==> config.mk <==
export PLATFORM = sky130hd
export DESIGN_NAME = rtc_intr_status
export DESIGN_NICKNAME = d
export VERILOG_FILES = /design/src/rtl/rtc_intr_pkg.sv /design/src/rtl/rtc_intr_flag_bank.sv /design/src/rtl/rtc_intr_ctrl_reg.sv /design/src/rtl/rtc_intr_read_mux.sv /design/src/rtl/rtc_intr_status.sv
export SDC_FILE = /design/constraint.sdc
export NUM_CORES = 1
export LEC_CHECK = 0
export BUFFER_PORTS_ARGS = -buffer_cell sky130_fd_sc_hd__buf_4
export CAP_MARGIN = 20
export CORE_MARGIN = 1
export CORE_UTILIZATION = 39
export DETAILED_ROUTE_END_ITERATION = 10
export PLACE_DENSITY_LB_ADDON = 0.15
export SYNTH_ARGS = -nofsm -noshare
export SYNTH_HDL_FRONTEND = slang
export SYNTH_SLANG_ARGS = --single-unit
==> constraint.sdc <==
create_clock -name clk -period 3.2 [get_ports clk]
set_input_delay 0.64 -clock clk [delete_from_list [all_inputs] [get_ports clk]]
set_output_delay 0.64 -clock clk [all_outputs]
set_load 0.01 [all_outputs]
==> src/rtl/rtc_intr_pkg.sv <==
package rtc_intr_pkg;

    localparam int ADDR_W   = 4;
    localparam int DATA_W   = 8;
    localparam int N_SRC    = 3;
    localparam int FLAG_LSB = 4;
    localparam int SUM_BIT  = DATA_W - 1;

    localparam logic [ADDR_W-1:0] ADDR_CTRL   = 4'd11;
    localparam logic [ADDR_W-1:0] ADDR_FLAGS  = 4'd12;
    localparam logic [ADDR_W-1:0] ADDR_VALID  = 4'd13;

    localparam logic [DATA_W-1:0] VALID_BYTE  = 8'h80;

    // source index order: 2 periodic, 1 alarm, 0 update ended
    typedef enum int {
        SRC_UPDATE   = 0,
        SRC_ALARM    = 1,
        SRC_PERIODIC = 2
    } src_idx_e;

    typedef logic [N_SRC-1:0] src_vec_t;

    typedef struct packed {
        logic     rd;
        logic     wr;
        logic [ADDR_W-1:0] addr;
        logic [DATA_W-1:0] wdata;
    } bus_req_t;

    function automatic src_vec_t ctrl_enables(input logic [DATA_W-1:0] ctrl);
        return ctrl[FLAG_LSB +: N_SRC];
    endfunction

    function automatic logic pending(input src_vec_t flags, input src_vec_t en);
        return |(flags & en);
    endfunction

    function automatic logic [DATA_W-1:0] flag_byte(input src_vec_t flags,
                                                    input logic summary);
        logic [DATA_W-1:0] b;
        b = '0;
        b[FLAG_LSB +: N_SRC] = flags;
        b[SUM_BIT] = summary;
        return b;
    endfunction

endpackage

==> src/rtl/rtc_intr_flag_bank.sv <==
module rtc_intr_flag_bank
    import rtc_intr_pkg::*;
#(
    parameter int N = N_SRC
) (
    input  logic         clk,
    input  logic         rst,
    input  logic [N-1:0] evt,
    input  logic         clr,
    output logic [N-1:0] flags
);

    genvar i;
    generate
        for (i = 0; i < N; i++) begin : g_flag
            logic held;
            logic nxt;

            // clear drops the old value, a coincident event wins
            always_comb begin
                nxt = (held & ~clr) | evt[i];
            end

            always_ff @(posedge clk) begin
                if (rst) begin
                    held <= 1'b0;
                end else begin
                    held <= nxt;
                end
            end

            assign flags[i] = held;
        end
    endgenerate

endmodule

==> src/rtl/rtc_intr_ctrl_reg.sv <==
module rtc_intr_ctrl_reg
    import rtc_intr_pkg::*;
#(
    parameter int W = DATA_W
) (
    input  logic         clk,
    input  logic         rst,
    input  logic         wr_en,
    input  logic [W-1:0] wdata,
    output logic [W-1:0] ctrl
);

    logic [W-1:0] ctrl_q;

    always_ff @(posedge clk) begin
        if (rst) begin
            ctrl_q <= '0;
        end else if (wr_en) begin
            ctrl_q <= wdata;
        end
    end

    assign ctrl = ctrl_q;

endmodule

==> src/rtl/rtc_intr_read_mux.sv <==
module rtc_intr_read_mux
    import rtc_intr_pkg::*;
(
    input  logic [ADDR_W-1:0] addr,
    input  src_vec_t          flags,
    input  logic              summary,
    input  logic [DATA_W-1:0] ctrl,
    output logic [DATA_W-1:0] rdata
);

    always_comb begin
        unique case (addr)
            ADDR_CTRL:  rdata = ctrl;
            ADDR_FLAGS: rdata = flag_byte(flags, summary);
            ADDR_VALID: rdata = VALID_BYTE;
            default:    rdata = '0;
        endcase
    end

endmodule

==> src/rtl/rtc_intr_status.sv <==
module rtc_intr_status
    import rtc_intr_pkg::*;
(
    input  logic              clk,
    input  logic              rst,
    input  logic              evt_periodic,
    input  logic              evt_alarm,
    input  logic              evt_update,
    input  logic [ADDR_W-1:0] bus_addr,
    input  logic              bus_rd,
    input  logic              bus_wr,
    input  logic [DATA_W-1:0] bus_wdata,
    output logic [DATA_W-1:0] bus_rdata,
    output logic              irq
);

    bus_req_t          req;
    src_vec_t          evt_vec;
    src_vec_t          flag_q;
    logic [DATA_W-1:0] ctrl_q;
    logic              flag_clr;
    logic              ctrl_wr;
    logic              summary;

    always_comb begin
        req.rd    = bus_rd;
        req.wr    = bus_wr;
        req.addr  = bus_addr;
        req.wdata = bus_wdata;
    end

    always_comb begin
        evt_vec = '0;
        evt_vec[SRC_PERIODIC] = evt_periodic;
        evt_vec[SRC_ALARM]    = evt_alarm;
        evt_vec[SRC_UPDATE]   = evt_update;
    end

    assign flag_clr = req.rd && (req.addr == ADDR_FLAGS);
    assign ctrl_wr  = req.wr && (req.addr == ADDR_CTRL);

    rtc_intr_flag_bank #(.N(N_SRC)) u_flags (
        .clk   (clk),
        .rst   (rst),
        .evt   (evt_vec),
        .clr   (flag_clr),
        .flags (flag_q)
    );

    rtc_intr_ctrl_reg #(.W(DATA_W)) u_ctrl (
        .clk   (clk),
        .rst   (rst),
        .wr_en (ctrl_wr),
        .wdata (req.wdata),
        .ctrl  (ctrl_q)
    );

    assign summary = pending(flag_q, ctrl_enables(ctrl_q));
    assign irq     = summary;

    rtc_intr_read_mux u_rmux (
        .addr    (req.addr),
        .flags   (flag_q),
        .summary (summary),
        .ctrl    (ctrl_q),
        .rdata   (bus_rdata)
    );

endmodule

## Yosys cells after proc, flatten, opt, wreduce, memory -nomap -nowiden

Index checks and enable logic that the tools add are counted.

- Register bits: 11
- Output and inout port bits: 9
- Input bits: 19

- Multiplexer cells: 1
- Eq/ne operators: 3
- Bitwise gates (word level): 8
- Reduce and logical (&&, ||, !) cells: 3

Operator list:

| cell | count |
|---|---|
| one-hot mux 8 bit (3 select lines) | 1 |
| equality test 4 bit, second input constant | 3 |
| AND 1 bit | 3 |
| AND 3 bit | 1 |
| bitwise OR 1 bit | 3 |
| OR reduction 3 bit | 1 |
| logical AND 1 bit | 2 |
| inverter 1 bit | 1 |

## Longest topological paths before layout

Gate-level depths: netlist (run 1).

- Depth in word-level cells: 5
- Mapped depth: 5
- Mapped depth without buffers: 3

## Cells and area by module

A second synthesis (run 1) with hierarchy kept.

- Cell total of the unflattened synthesis: 64
- Area total of the unflattened synthesis: 605.6 um^2

By module, submodules not included:

| module | times used | cells an instance | area each (um^2) |
|---|---|---|---|
| rtc_intr_ctrl_reg | 1 | 26 | 285.3 |
| rtc_intr_read_mux | 1 | 17 | 150.1 |
| rtc_intr_flag_bank | 1 | 15 | 127.6 |
| rtc_intr_status | 1 | 6 | 42.5 |

## Least setup slack after synthesis (run 1)

Ideal clock, no wire load.

- Kind: input to output
- Start: input bus_addr[2]
- End: output bus_rdata[7]
- Buffers on the path: 1
- Required time: 2.560 ns
- Cell stages on the path: 4
- Setup slack: 1.260 ns
- Arrival: 1.300 ns
- Cells stage by stage: and3b_1 > buf_6 > nand2_1 > a21boi_0

- Cells in the longest elaborated chain, start to end: 2
- Elaborated cells between the ends (all ways): 4
- Classes of those cells: eq/ne (3); mux (1)

Ends and longest elaborated chain:

| element | RTL line | source |
|---|---|---|
| start, declared | rtc_intr_status.sv:9 | `input logic [ADDR_W-1:0] bus_addr,` |
| equality test 4 bit | rtc_intr_read_mux.sv:12 | `unique case (addr)` |
| one-hot mux 8 bit (3 select lines) (*) | rtc_intr_read_mux.sv:12 |  |
| end, declared | rtc_intr_status.sv:13 | `output logic [DATA_W-1:0] bus_rdata,` |

Every way passes the cells marked *; elsewhere a longest branch is shown, timed or not.

## Worst setup path in the final report (run 1)

Ends and elaborated chain as after synthesis.

==> metrics.cfg, run 1 <==
[run_status]
outcome = finished, final reports clean

[routing]
first_pass_iters = 4
vias_per_cell = 4.91
finalWirelength_um = 1210
routedWlPerCell_um = 10.6
route.detailed.drc = 0
drt_iter0_markers = 8
postRouteAntennaNets = 0
num_vias = 560

[timing]
holdWs_ns = 0.476
maxSlewHeadroom = 0.723
skew_ns = 0
layout_min_cycle_time_ns = 2.21
tightestPinTransition_ns = 0.415
tns_ns = 0
finalCritPeriodShare = 0.691
drv_slew = 0
rsz0062_at_grt = no
clock.fmax_ghz = 0.452
setup_viol = 0
hold_viol_final = 0

[global_routing]
grt_usage = 0.144
first_global_vias = 509
antenna_found_initial = 0
grt.overflow.total = 0
grt_max_degree = 20
grt_pass1_wl_um = 1990

[finish]
drive_gt1_frac = 0.327
area_growth_pct = 35.4
multi_input_area_um2 = 357
antennaDiodeCount = 0
layout.area.seq_um2 = 220
fill_cells = 142
fin_nets = 118

[logic_synthesis]
synthesis.area_um2 = 622
yosysSeqAreaShare = 0.354
synth_warnings = 0
synth_top_cell_area_share = 0.354
syn-num-nets = 90
synth-simple-area-share = 0.314
synthCells = 71
yosys.area.top_type = dfxtp_1
synth_xor_area_frac = 0
synth_top_family_by_area = simple AND/OR/NAND/NOR gates
synthTopCellsByArea = dfxtp_1 35%, nand2b_1 16%, mux2i_1 13%
synthMuxAreaShare = 0.129
syn_avg_cell_area_um2 = 8.76
synthAdderAreaFrac = 0
synth_compound_area_frac = 0.131
post_synth_num_cell_types = 18
ys_ff_latch = 11

[clocking]
cts_max_level = 1
clk_pin_slew_ns = 0.07
clk_latency_ns = 0.26
cts_tree = done
cts_buffer_depth = 2
post-cts-setup-buffers = 0
clock_tree.root_cell = clkbuf_4
cts-buffers-inserted = 3
clock_sinks = 11
ctsResizeCount = 0
cts_hold_buf = 0

[floorplan]
initial_core_util = 0.418
die_x_um = 41.9
rows = 14
core_um2 = 1490
die_area_um2 = 1760
io_pins = 28
chipHeight_um = 41.9

[worst_setup_path]
r2r_setup_slack_ns = 2.53
crit_fanout = 9
worstSetupEndpointType = primary output
startpoint_type = input port
crit-reg2reg-launch = u_flags.g_flag[2].held$_SDFF_PP0_
required_ns = 2.56
critPathKind = in2out
ff2ff_path_depth = 2
r2r-end = u_flags.g_flag[2].held$_SDFF_PP0_
crit_arrival_ns = 1.57

[power_and_ir_drop]
power_density_nw_per_um2 = 328
p_int_w = 0.000212
total_power_w = 0.000276
ir_drop_v = 0.000316
pwr-share-clk = 0.329
power_frac_comb = 0.151
p_seq_frac = 0.520
switching_share = 0.232
p_leak_nw = 0.381
switchingPower_w = 0.0000642

[placed_design]
gp_congestion = 0.748
dp.final_hpwl_um = 900
io_buffers = 27

[hold_path]
min_path_type = reg2reg
holdPathEnd = u_ctrl.ctrl[1]$_SDFFE_PP0P_
whs_path_depth = 2
holdCritStartpoint = u_ctrl.ctrl[1]$_SDFFE_PP0P_

[flow_run]
max_cap_viol_count = 0

-- power groups by stage --
stage	clock network, W	logic (W)	registers (W)
after floorplan	0	0.0000201	0.000146
after global placement	0	0.0000410	0.000147
after detailed placement	0	0.0000418	0.000147
after CTS	0.0000940	0.0000420	0.000143
after global routing	0.000101	0.0000460	0.000144
final	0.0000911	0.0000417	0.000144
-- registers in the layout, summed over array words and instances (netlist names) --
name / count
u_ctrl.ctrl: 8
u_flags.g_flag.held: 3
-- worst max-delay path: stages --
cell and delay [ns]:
buf_4 0.12, and3b_1 0.39, nand2_1 0.08, a21boi_0 0.19, buf_4 0.15
-- synth_stat cells --
cell type / count
a211o_1: 1
a21boi_0: 1
a21oi_1: 4
a22oi_1: 4
and3_1: 4
and3_4: 1
and3b_1: 1
buf_6: 2
clkbuf_1: 2
dfxtp_1: 11
inv_1: 4
mux2i_1: 8
nand2_1: 4
nand2b_1: 16
nor2b_1: 3
nor3b_1: 1
o21ai_0: 3
or3b_1: 1
-- cell families (layout without fill, tap and decap cells) --
family,count (synthesis),in the layout
AND/OR/NAND/NOR,31,31
AO/OA/AOI/OAI,13,13
buffers and inverters,8,35
flip-flops,11,11
multiplexers,8,8
-- cell usage in the layout, fill, tap and decap left out --
cell type	count
o21ai_0	3
nand2b_1	16
inv_1	4
a22oi_1	4
buf_4	27
and3_4	1
dfxtp_1	11
clkinv_2	1
nand2_1	4
or3b_1	1
a21oi_1	4
a21boi_0	1
a211o_1	1
and3b_1	1
clkbuf_4	3
nor2b_1	3
and3_1	4
mux2i_1	8
nor3b_1	1
-- worst max path at each step --
| stage | start | slack [ns] | end |
|---|---|---|---|
| after CTS | bus_addr[2] | 0.98 | bus_rdata[6] |
| final | bus_addr[2] | 0.99 | bus_rdata[7] |
| after global placement | bus_addr[2] | 1.02 | bus_rdata[7] |
| after detailed placement | bus_addr[2] | 0.98 | bus_rdata[6] |
| after global routing | bus_addr[2] | 0.89 | bus_rdata[7] |
| after floorplan | bus_addr[2] | 1.26 | bus_rdata[7] |
-- per-stage QoR --
stage | instances | utilization | instance area, um^2 | setup WS (ns)
2_1_floorplan | 71 | - | 622 | 1.26
3_3_place_gp | 110 | 0.547 | 815 | 1.02
3_5_place_dp | 110 | 0.547 | 815 | 0.982
4_1_cts | 114 | 0.566 | 842 | 0.975
5_1_grt | 114 | 0.566 | 842 | 0.894
6_report | 114 | 0.566 | 842 | 0.989
-- layer usage --
metal	up-vias	track usage	share of wire
li1	293	-	-
met1	245	0.185	0.50
met2	20	0.234	0.41
met3	2	0.0304	0.074
met4	0	0.0581	0.0066
met5	-	0	0
-- final cells by class --
cell class,count,area share
clock inverters,1,0.00594
clock buffers,3,0.0267
inverters,4,0.0178
flip-flops and latches,11,0.262
repair buffers,27,0.241
multi-input cells,52,0.423
well taps,16,0.0238
Power figures use the tool's default switching activity.
==> run 2: changes to the inputs <==
clock period = 2.3 ns   (was 3.2 ns; I/O delays follow)
==> run 2 against run 1 <==
  * Sequential power grew 39%
  * First-iteration DRC count increased by 25%
  * Setup slack got worse by 0.53 ns
  * Combinational power grew 39%
  * Clock skew is the same
  * Count of clock-buffer cells in the layout is the same
  * Critical path type unchanged
  * Largest power group unchanged
  * Highest routed layer unchanged
==> metrics.cfg, run 2 (same netlist as run 1, synthesis figures left out) <==
[routing]
route.detailed.drc = 0
first_pass_iters = 4
drt_iter0_markers = 10
vias_per_cell = 4.89
routedWlPerCell_um = 10.7
postRouteAntennaNets = 0
num_vias = 558
finalWirelength_um = 1220

[floorplan]
chipHeight_um = 41.9
die_x_um = 41.9
rows = 14
io_pins = 28
initial_core_util = 0.418
core_um2 = 1490
die_area_um2 = 1760

[timing]
clock.fmax_ghz = 0.544
tightestPinTransition_ns = 0.428
holdWs_ns = 0.433
layout_min_cycle_time_ns = 1.84
finalCritPeriodShare = 0.800
rsz0062_at_grt = no
skew_ns = 0
drv_slew = 0
setup_viol = 0
tns_ns = 0
maxSlewHeadroom = 0.714
hold_viol_final = 0

[finish]
multi_input_area_um2 = 357
fill_cells = 147
drive_gt1_frac = 0.327
fin_util = 0.566
layout.area.seq_um2 = 220
antennaDiodeCount = 0
layout_commonest_cell = buf_4
fin_nets = 118
area_growth_pct = 35.4
layout_common_cells = 27 x buf_4, 16 x nand2b_1, 11 x dfxtp_1
fin_area_um2 = 842
largest_reg_flops = 8

[hold_path]
min_path_type = in2reg
holdCritStartpoint = evt_alarm
whs_path_depth = 3
holdPathEnd = u_flags.g_flag[1].held$_SDFF_PP0_

[worst_setup_path]
worstSetupEndpointType = primary output
crit_arrival_ns = 1.38
r2r_setup_slack_ns = 1.63
required_ns = 1.84
startpoint_type = input port
crit-reg2reg-launch = u_flags.g_flag[2].held$_SDFF_PP0_
ff2ff_path_depth = 2
crit_fanout = 9
critPathKind = in2out
r2r-end = u_flags.g_flag[2].held$_SDFF_PP0_

[clocking]
cts-buffers-inserted = 3
cts_buffer_depth = 2
cts_tree = done
ctsResizeCount = 0
clock_sinks = 11
clk_pin_slew_ns = 0.07
cts_max_level = 1
clock_tree.root_cell = clkbuf_4
post-cts-setup-buffers = 0
cts_hold_buf = 0
clk_latency_ns = 0.26

[placed_design]
dp.final_hpwl_um = 920
io_buffers = 27
gp_congestion = 0.748
placed_area_um2 = 815

[global_routing]
use_met3 = 0.0348
antenna_found_initial = 0
grt_max_degree = 20
grt.overflow.total = 0
gr-usage-met2 = 0.250
grt_pass1_wl_um = 2050
grt_usage = 0.150
first_global_vias = 521
busiest_layer = met2
gr-usage-met1 = 0.185

[flow_run]
max_cap_viol_count = 0

[run_status]
outcome = finished, final reports clean

[power_and_ir_drop]
ir_drop_v = 0.000432
power_density_nw_per_um2 = 456
p_leak_nw = 0.381

==> run 2: cell counts in the layout (fill, tap and decap cells not counted) <==
Identical to the previous run, type by type.
==> run 2: how the worst max path moves through the flow <==
stage                startpoint  depth (start not counted)  slack [ns]           end
floorplan           bus_addr[2]                          4        0.72  bus_rdata[7]
global placement    bus_addr[2]                          5        0.48  bus_rdata[7]
detailed placement  bus_addr[2]                          5        0.45  bus_rdata[6]
CTS                 bus_addr[2]                          5        0.44  bus_rdata[6]
global route        bus_addr[2]                          5        0.41  bus_rdata[7]
finish              bus_addr[2]                          5        0.46  bus_rdata[6]
==> run 2: power by group <==
part           total [W]  internal [W]  switching (W)
Sequential      0.000200      0.000196     0.00000401
Combinational  0.0000578     0.0000353      0.0000225
Clock           0.000126     0.0000642      0.0000620
Total           0.000384      0.000296      0.0000886
==> run 2: cell type report <==
type / count / share of cell area
inverter: 4 / 0.0178
clock buffer: 3 / 0.0267
multi-input combinational: 52 / 0.423
sequential: 11 / 0.262
clock inverter: 1 / 0.00594
timing repair buffer: 27 / 0.241
tap: 16 / 0.0238
==> run 2: metal layers <==
metal	share of wire	routed length, um
met5	0	0
met3	0.062	76
met2	0.45	546
met4	0.0065	8
met1	0.48	592
==> run 2: worst max-delay path, stage by stage <==
cell and delay (ns):
buf_4 0.12, and3b_1 0.38, a22oi_1 0.14, nor2b_1 0.15
buf_4 0.13
==> run 2: metrics by stage <==
stage	worst slack (ns)	power, W	instances
after floorplan	0.720	0.000231	71
after global placement	0.482	0.000261	110
after detailed placement	0.449	0.000263	110
after CTS	0.445	0.000390	114
after global routing	0.407	0.000406	114
final	0.461	0.000384	114
